**config.mk**
```make
export PLATFORM = sky130hd
export DESIGN_NAME = carrier_mix_fpenc
export DESIGN_NICKNAME = d
export VERILOG_FILES = /design/src/rtl/cmix_pkg.sv /design/src/rtl/cmix_accum.sv /design/src/rtl/cmix_fpenc.sv /design/src/rtl/carrier_mix_fpenc.sv
export SDC_FILE = /design/constraint.sdc
export NUM_CORES = 1
export LEC_CHECK = 0
export BUFFER_PORTS_ARGS = -buffer_cell sky130_fd_sc_hd__buf_2
export CAP_MARGIN = 20
export CORE_MARGIN = 2
export CORE_UTILIZATION = 68
export CTS_CLUSTER_DIAMETER = 50
export DETAILED_ROUTE_END_ITERATION = 8
export PLACE_DENSITY_LB_ADDON = 0.3
export SLEW_MARGIN = 15
export SYNTH_ARGS = -nofsm -noshare
export SYNTH_HDL_FRONTEND = slang
export SYNTH_HIERARCHICAL = 1
export SYNTH_SLANG_ARGS = --single-unit
```
**constraint.sdc**
```tcl
create_clock -name clk -period 29.2 [get_ports clk]
set_input_delay 5.84 -clock clk [delete_from_list [all_inputs] [get_ports clk]]
set_output_delay 5.84 -clock clk [all_outputs]
set_load 0.1 [all_outputs]
```
**src/rtl/cmix_pkg.sv**
```systemverilog
package cmix_pkg;
    localparam int ACC_W_DEF  = 16;
    localparam int MANT_W_DEF = 10;
    localparam int EXP_W_DEF  = 3;
    localparam int CAR_W_DEF  = 16;

    typedef enum logic {
        ST_IDLE  = 1'b0,
        ST_ACCUM = 1'b1
    } cmix_state_e;
endpackage

```
**src/rtl/cmix_accum.sv**
```systemverilog
module cmix_accum #(
    parameter int ACC_W = cmix_pkg::ACC_W_DEF,
    parameter int CAR_W = cmix_pkg::CAR_W_DEF
) (
    input  logic             clk,
    input  logic             rst_n,
    input  logic             clear,
    input  logic             add_en,
    input  logic [CAR_W-1:0] car_data,
    output logic [ACC_W-1:0] acc_ob
);
    localparam logic [ACC_W-1:0] POS_LIM = {1'b0, {(ACC_W-1){1'b1}}};
    localparam logic [ACC_W-1:0] NEG_LIM = {1'b1, {(ACC_W-1){1'b0}}};
    localparam int               EXT_W   = ACC_W + 1 - CAR_W;

    logic [ACC_W-1:0] cur_tc;
    logic [ACC_W-1:0] base_tc;
    logic [ACC_W:0]   sum_ext;
    logic [ACC_W-1:0] clamp_tc;
    logic [ACC_W-1:0] next_tc;

    always_comb begin
        cur_tc  = {~acc_ob[ACC_W-1], acc_ob[ACC_W-2:0]};
        base_tc = clear ? '0 : cur_tc;
        sum_ext = {base_tc[ACC_W-1], base_tc}
                + {{EXT_W{car_data[CAR_W-1]}}, car_data};
        if (sum_ext[ACC_W] != sum_ext[ACC_W-1]) begin
            clamp_tc = sum_ext[ACC_W] ? NEG_LIM : POS_LIM;
        end else begin
            clamp_tc = sum_ext[ACC_W-1:0];
        end
        next_tc = add_en ? clamp_tc : base_tc;
    end

    always_ff @(posedge clk) begin
        if (!rst_n) begin
            acc_ob <= {1'b1, {(ACC_W-1){1'b0}}};
        end else begin
            acc_ob <= {~next_tc[ACC_W-1], next_tc[ACC_W-2:0]};
        end
    end
endmodule

```
**src/rtl/cmix_fpenc.sv**
```systemverilog
module cmix_fpenc #(
    parameter int ACC_W  = cmix_pkg::ACC_W_DEF,
    parameter int MANT_W = cmix_pkg::MANT_W_DEF,
    parameter int EXP_W  = cmix_pkg::EXP_W_DEF
) (
    input  logic [ACC_W-1:0]       acc_ob,
    output logic [EXP_W+MANT_W-1:0] word
);
    localparam int MAX_EXP = ACC_W - MANT_W;

    logic [ACC_W-1:0]  val_tc;
    logic [MANT_W-1:0] win [0:MAX_EXP];
    logic [EXP_W-1:0]  exp_sel;
    logic [MANT_W-1:0] mant_tc;
    int                red;
    logic              stop;

    assign val_tc = {~acc_ob[ACC_W-1], acc_ob[ACC_W-2:0]};

    for (genvar g = 0; g <= MAX_EXP; g++) begin : g_win
        assign win[g] = val_tc[g+MANT_W-1:g];
    end

    always_comb begin
        red  = 0;
        stop = 1'b0;
        for (int i = ACC_W - 2; i >= 0; i--) begin
            if (!stop && (val_tc[i] == val_tc[ACC_W-1])) begin
                red = red + 1;
            end else begin
                stop = 1'b1;
            end
        end
        if (red >= MAX_EXP) begin
            exp_sel = '0;
        end else begin
            exp_sel = EXP_W'(MAX_EXP - red);
        end
    end

    always_comb begin
        mant_tc = win[0];
        for (int k = 1; k <= MAX_EXP; k++) begin
            if (exp_sel == EXP_W'(k)) begin
                mant_tc = win[k];
            end
        end
    end

    assign word = {exp_sel, ~mant_tc[MANT_W-1], mant_tc[MANT_W-2:0]};
endmodule

```
**src/rtl/carrier_mix_fpenc.sv**
```systemverilog
module carrier_mix_fpenc #(
    parameter int ACC_W  = cmix_pkg::ACC_W_DEF,
    parameter int MANT_W = cmix_pkg::MANT_W_DEF,
    parameter int EXP_W  = cmix_pkg::EXP_W_DEF,
    parameter int CAR_W  = cmix_pkg::CAR_W_DEF
) (
    input  logic                    clk,
    input  logic                    rst_n,
    input  logic                    sample_start,
    input  logic                    car_valid,
    input  logic [CAR_W-1:0]        car_data,
    output logic [EXP_W+MANT_W-1:0] out_word,
    output logic                    out_valid
);
    import cmix_pkg::*;

    localparam int WORD_W = EXP_W + MANT_W;

    cmix_state_e        state_q;
    cmix_state_e        state_d;
    logic               emit;
    logic               add_en;
    logic [ACC_W-1:0]   acc_ob;
    logic [WORD_W-1:0]  enc_word;

    always_comb begin
        state_d = state_q;
        emit    = 1'b0;
        add_en  = 1'b0;
        unique case (state_q)
            ST_IDLE: begin
                if (sample_start) begin
                    state_d = ST_ACCUM;
                    add_en  = car_valid;
                end
            end
            ST_ACCUM: begin
                emit   = sample_start;
                add_en = car_valid;
            end
        endcase
    end

    always_ff @(posedge clk) begin
        if (!rst_n) begin
            state_q <= ST_IDLE;
        end else begin
            state_q <= state_d;
        end
    end

    always_ff @(posedge clk) begin
        if (!rst_n) begin
            out_valid <= 1'b0;
            out_word  <= '0;
        end else begin
            out_valid <= emit;
            if (emit) begin
                out_word <= enc_word;
            end
        end
    end

    cmix_accum #(.ACC_W(ACC_W), .CAR_W(CAR_W)) u_accum (
        .clk      (clk),
        .rst_n    (rst_n),
        .clear    (sample_start),
        .add_en   (add_en),
        .car_data (car_data),
        .acc_ob   (acc_ob)
    );

    cmix_fpenc #(.ACC_W(ACC_W), .MANT_W(MANT_W), .EXP_W(EXP_W)) u_enc (
        .acc_ob (acc_ob),
        .word   (enc_word)
    );
endmodule

```
==> results of run 1 <==
[logic make-up after synthesis]
group,after synthesis,share of synthesized area [%]
fa+ha+maj,43,10.4
flops,31,12.3
simple gates,252,27.1
xor+xnor,35,6.92
buf+inv,72,7.83
compound gates,214,30.9
mux,20,4.60
[synth_stat cells (5+ instances only)]
cell and n:
o21ai_0 45, nor3_1 9, inv_1 17, ha_1 30, o41ai_1 7, mux2i_1 12
nand4_1 19, buf_1 6, mux2_2 5, or3_1 6, and2_1 8, a21o_1 5
maj3_2 8, a22oi_1 5, nand2b_1 15, o21a_1 5, o21ai_2 10, nor2b_1 13
clkbuf_1 22, o21ai_1 5, nor2_1 41, nand3_1 15, xnor2_1 15, a21oi_2 8
a21oi_1 48, nand2_1 78, dfxtp_1 31, and2b_2 7, buf_2 11, buf_6 10
xor2_1 15, a221o_1 11
[critical path: cells and delay by family (launching register included)]
kind,cells,cell delay (ps)
AOI/OAI and AO/OA,14,2260
buffers and inverters,2,410
muxes,6,1350
adders and majority gates,13,3990
DFF,1,310
and+or+nand+nor,17,3630
[power by group]
part	total, mW	internal [mW]	switching [mW]
registers	0.0578	0.0484	0.00938
logic	0.397	0.144	0.253
clock network	0.0449	0.0276	0.0173
total	0.500	0.220	0.279
[layer usage]
| layer | GRT usage (%) | vias up | part of all wire [%] |
|---|---|---|---|
| met2 | 52.6 | 279 | 46 |
| met3 | 5.26 | 65 | 8.2 |
| met5 | 0 | - | 0 |
| li1 | - | 2448 | - |
| met4 | 12.1 | 0 | 3.5 |
| met1 | 42.3 | 2398 | 43 |
[how the worst min path moves through the flow]
stage,to,startpoint,depth (start not counted),slack (ps)
after floorplan,u_accum/acc_ob[13],u_accum/acc_ob[13],3,570
after global placement,out_word[8],out_word[8],2,440
after detailed placement,out_word[10],out_word[10],2,440
after CTS,out_word[8],out_word[8],2,460
after global routing,out_word[8],out_word[8],2,470
final,out_word[8],out_word[8],2,460
[flip-flops by register name (all words and copies together) (netlist names)]
signal          flops
u_accum/acc_ob     16
state_q             1
out_valid           1
out_word           13
[layout by cell type, fill, tap and decap left out, types with 13 or more instances in the layout]
| cell | n |
|---|---|
| a21oi_1 | 48 |
| buf_2 | 33 |
| dfxtp_1 | 31 |
| ha_1 | 30 |
| inv_1 | 17 |
| nand2_1 | 78 |
| nand2b_1 | 15 |
| nand3_1 | 15 |
| nand4_1 | 19 |
| nor2_1 | 41 |
| nor2b_1 | 13 |
| o21ai_0 | 45 |
| xnor2_1 | 15 |
| xor2_1 | 15 |
[final cells by class]
type / instances / area [um^2] / share of cell area (%)
clock buffers: 6 / 82.6 / 1.59
clock inverters: 2 / 35.0 / 0.677
inverters: 17 / 63.8 / 1.23
multi-input cells: 564 / 4060 / 78.3
flip-flops and latches: 31 / 621 / 12.0
well taps: 99 / 124 / 2.39
repair buffers: 36 / 195 / 3.77
[through the flow]
step / worst slack [ps] / instance area [um^2]
floorplan: 18450 / 5060
global placement: 17840 / 5040
detailed placement: 17380 / 5040
CTS: 17320 / 5160
global route: 16420 / 5180
finish: 17170 / 5180
==> impl_metrics.json, run 1 <==
{
  "clockBufferDepth": 2,
  "ys.flop_type": "dfxtp_1",
  "yosys.cell_types.count": 101,
  "antenna_found_initial": 0,
  "initial_utilization_pct": 70.2,
  "r2r-start": "u_accum/acc_ob[15]",
  "fp.dieArea_mm2": 0.00815,
  "dieHeight_um": 90.3,
  "crit_required_ps": 29420,
  "outcome": "finished clean",
  "arrival_ps": 12250,
  "cp-end-kind": "register",
  "coreArea_mm2": 0.00721,
  "synth_top_cells_by_area": "dfxtp_1 12%, ha_1 7.4%, nand2_1 5.8%, a21oi_1 4.7%, o21ai_0 4.4%",
  "synth-async-reset-ratio_pct": 0,
  "ir_drop_mv": 0.0792,
  "netlist_instances": 667,
  "tightestPinTransition_ps": 925,
  "yosysSeqAreaShare_pct": 12.3,
  "vias": 5190,
  "holdWs_ps": 457,
  "crit_type": "register to register",
  "postCtsSetupBuffers": 0,
  "fmax_mhz": 83.1,
  "setup_viol": 0,
  "skew_ps": 11.2,
  "crit_slowest_cell": "nor4_2",
  "die_w_um": 90.3,
  "first_iter_violations": 929,
  "p_leak_nw": 2.03,
  "ctsResizeCount": 0,
  "finalSetupTns_ps": 0,
  "cp-startpoint": "u_accum/acc_ob[15]",
  "drc_errors": 0,
  "place_congestion": 0.991,
  "rows": 31,
  "holdBufCountCts": 0,
  "final_nets": 706,
  "grt_pass1_vias": 4662,
  "syn-mean-instance-area_um2": 7.59,
  "cp-endpoint": "out_word[1]",
  "clock-sinks": 31,
  "clkLatencyLatePin_ps": 290,
  "root_buffer": "clkbuf_8",
  "grt.total_usage_pct": 32.0,
  "post-route-period-util_pct": 41.2,
  "synth_nets": 718,
  "final_antenna_net_count": 0,
  "netlist_area_mm2": 0.00506,
  "final_util_pct": 71.8,
  "critPathMaxFanout": 34,
  "hold_viol_final": 0,
  "fillers": 602,
  "synth_seq_cells": 31,
  "synth-edff-count": 0,
  "rsz0062_at_grt": "no",
  "r2r_end": "out_word[1]",
  "port-buffer-count": 33,
  "report.final.slew_viol_count": 0,
  "cp-start-kind": "register",
  "cpPeakStageDelay_ps": 850,
  "netlist.area_leader.share_pct": 12.3,
  "critPathMostFrequentCell": "ha_1",
  "slew_headroom_pct": 37.8,
  "ctsHtreeMaxLevel": 2,
  "maxCapViolCount": 0,
  "grt_pass1_wl_um": 22200,
  "grt_max_degree": 45,
  "total_power_uw": 500,
  "power.density_mw_per_mm2": 96.5,
  "wl_per_cell_um": 17.4,
  "dpl.hpwl_um": 9300,
  "cts_tree": "yes",
  "r2r_slack_ps": 17170,
  "ios": 34,
  "hp-class": "register to register",
  "area_delta_synth_final_pct": 2.27,
  "numCtsBuffers": 5,
  "firstDrtPassIters": 7,
  "yosys_warnings": 6,
  "avgViaCountPerCell": 6.87,
  "routed_wl_um": 13200,
  "n_antenna_cell": 0,
  "yosys.area.top_type": "dfxtp_1",
  "drive_gt1_share_pct": 18.0,
  "worst-r2r-cell-count": 52,
  "dp_cells": 746,
  "final_cells": 755,
  "min_period_ps": 12030,
  "grt.overflow.total": 0,
  "clkTransAtPathRegs_ps": 60
}
Note: power is estimated with default switching activity, not from simulation.
==> run 2: changes to the inputs <==
--- a/config.mk
+++ b/config.mk
@@ -8,7 +8,7 @@
 export BUFFER_PORTS_ARGS = -buffer_cell sky130_fd_sc_hd__buf_2
 export CAP_MARGIN = 20
 export CORE_MARGIN = 2
-export CORE_UTILIZATION = 68
+export CORE_UTILIZATION = 57
 export CTS_CLUSTER_DIAMETER = 50
 export DETAILED_ROUTE_END_ITERATION = 8
 export PLACE_DENSITY_LB_ADDON = 0.3
==> constraint.sdc (replaced) <==
create_clock -name clk -period 10.5 [get_ports clk]
set_input_delay 2.1 -clock clk [delete_from_list [all_inputs] [get_ports clk]]
set_output_delay 2.1 -clock clk [all_outputs]
set_load 0.1 [all_outputs]
==> impl_metrics.json, run 2 (synthesis results as in run 1) <==
{
  "outcome": "finished clean",
  "routed_wl_um": 14000,
  "drive_gt1_share_pct": 26.3,
  "ios": 34,
  "power.density_mw_per_mm2": 283,
  "met2_usage_pct": 46.9,
  "drc_errors": 0,
  "setup_viol": 0,
  "hold_viol_final": 0,
  "area_delta_synth_final_pct": 11.6,
  "post-route-period-util_pct": 97.2,
  "port-buffer-count": 33,
  "ir_drop_mv": 0.189,
  "largest_reg_flops": 16,
  "worst-r2r-cell-count": 51,
  "critPathMostFrequentCell": "ha_4",
  "largest_register": "u_accum/acc_ob",
  "avgViaCountPerCell": 6.57,
  "vias": 5238,
  "grt_use_met3_pct": 1.93,
  "multiInputGateArea_mm2": 0.00426,
  "grt_pass1_vias": 4849,
  "hp-class": "register to register",
  "critPathMaxFanout": 8,
  "ctsHtreeMaxLevel": 2,
  "dpl.hpwl_um": 9710,
  "holdPathStages": 2,
  "crit_slowest_cell": "or4b_4",
  "fmax_mhz": 97.9,
  "cts_tree": "yes",
  "coreArea_mm2": 0.00868,
  "fp.dieArea_mm2": 0.00965,
  "comb_power_share_pct": 82.3,
  "reg_top3": "u_accum/acc_ob: 16 flops, out_word: 13 flops",
  "crit_required_ps": 10670,
  "skew_ps": 14.5,
  "grt_pass1_wl_um": 23100,
  "first_iter_violations": 496,
  "p_switching_uw": 833,
  "p_leak_nw": 2.22,
  "dieHeight_um": 98.2,
  "seq_area_um2": 631,
  "firstDrtPassIters": 5,
  "worstHoldStart": "out_word[3]",
  "power_frac_clock_pct": 7.7,
  "final_util_pct": 65.1,
  "pre_cts_slack_ps": -327,
  "clkLatencyLatePin_ps": 280,
  "globalRouteMet1Util_pct": 38.8,
  "root_buffer": "clkbuf_8",
  "final_nets": 739,
  "min_period_ps": 10210,
  "initial_utilization_pct": 58.3,
  "crit_type": "register to register",
  "grt_max_degree": 45,
  "worst_slack_ps": 290,
  "r2r_slack_ps": 290,
  "cp-start-kind": "register",
  "final_antenna_net_count": 0,
  "final_common_cell": "nand2_1",
  "worstHoldEndpoint": "out_word[3]",
  "grt.overflow.total": 0,
  "maxCapViolCount": 0,
  "final_cell_mix": "74 x nand2_1, 46 x a21oi_1, 42 x o21ai_0",
  "cp-end-kind": "register",
  "r2r-start": "u_accum/acc_ob[15]",
  "grt-busiest-layer": "met2",
  "tightestPinTransition_ps": 1130,
  "clockBufferDepth": 2,
  "r2r_end": "out_word[8]",
  "slew_headroom_pct": 23.9,
  "n_antenna_cell": 0,
  "antenna_found_initial": 0,
  "rows": 34,
  "numCtsBuffers": 5,
  "die_w_um": 98.2,
  "p_int_uw": 766,
  "clkTransAtPathRegs_ps": 80,
  "wl_per_cell_um": 17.5,
  "grt.total_usage_pct": 28.0,
  "cpPeakStageDelay_ps": 530,
  "place_congestion": 0.956,
  "sw_frac_of_total_pct": 52.1,
  "fillers": 746,
  "arrival_ps": 10380,
  "holdBufCountCts": 0,
  "report.final.slew_viol_count": 0,
  "seq_power_share_pct": 10.0,
  "clock-sinks": 31
}
## run 2: changes by cell type in the layout (fill, tap and decap cells not counted), sizes merged
cell and delta:
buf +33
## run 2: repair_timing
action | in CTS | in global routing
setup buffers | 6 | 9
gates resized for setup | 9 | 27
endpoints found under the setup margin | 10 | 13
pin swaps | 5 | 30
## run 2: worst max-delay path: cells and delay by family (launching register included)
family	cells	cell delay [ps]
muxes	6	1220
buffers and inverters	1	80
adders and majority gates	13	3360
AOI/OAI and AO/OA	14	2060
DFF	1	380
and+or+nand+nor	17	2980
## run 2: area by class of cell
cell class	instances	share of cell area, %
timing repair buffer	69	7.84
inverter	17	1.13
tap	108	2.39
sequential	31	11.2
multi-input combinational	564	75.4
clock inverter	2	0.620
clock buffer	6	1.46
## run 2: power groups by stage
stage / sequential, mW / combinational (mW) / clock (mW)
5_1_grt: 0.162 / 1.42 / 0.130
3_3_place_gp: 0.160 / 1.10 / 0
3_5_place_dp: 0.161 / 1.13 / 0
2_1_floorplan: 0.230 / 0.845 / 0
4_1_cts: 0.158 / 1.19 / 0.124
6_report: 0.159 / 1.32 / 0.124
## run 2: worst max path at each step
stage | start | end | slack (ps) | depth (start not counted)
detailed placement | u_accum/acc_ob[14] | out_word[8] | -330 | 51
global route | u_accum/acc_ob[15] | out_word[8] | -140 | 51
finish | u_accum/acc_ob[15] | out_word[8] | 290 | 51
CTS | u_accum/acc_ob[15] | out_word[8] | 6 | 51
floorplan | u_accum/acc_ob[15] | out_word[4] | 6 | 57
global placement | u_accum/acc_ob[14] | out_word[8] | 60 | 51
## run 2: metal layers
| metal | wire (um) | share of wire, % | vias up |
|---|---|---|---|
| li1 | - | - | 2507 |
| met1 | 6170 | 44 | 2468 |
| met2 | 6630 | 47 | 230 |
| met3 | 859 | 6.1 | 33 |
| met4 | 330 | 2.4 | 0 |
| met5 | 0 | 0 | - |
## run 2: stage by stage
stage	setup TNS, ps	total power, mW	cell area (um^2)	std cells	hold WS (ps)
6_report	0	1.60	5650	797	459
5_1_grt	-1070	1.71	5650	797	476
4_1_cts	0	1.47	5430	787	463
3_5_place_dp	-1880	1.29	5230	773	446
3_3_place_gp	0	1.26	5230	773	438
2_1_floorplan	0	1.08	5110	667	566
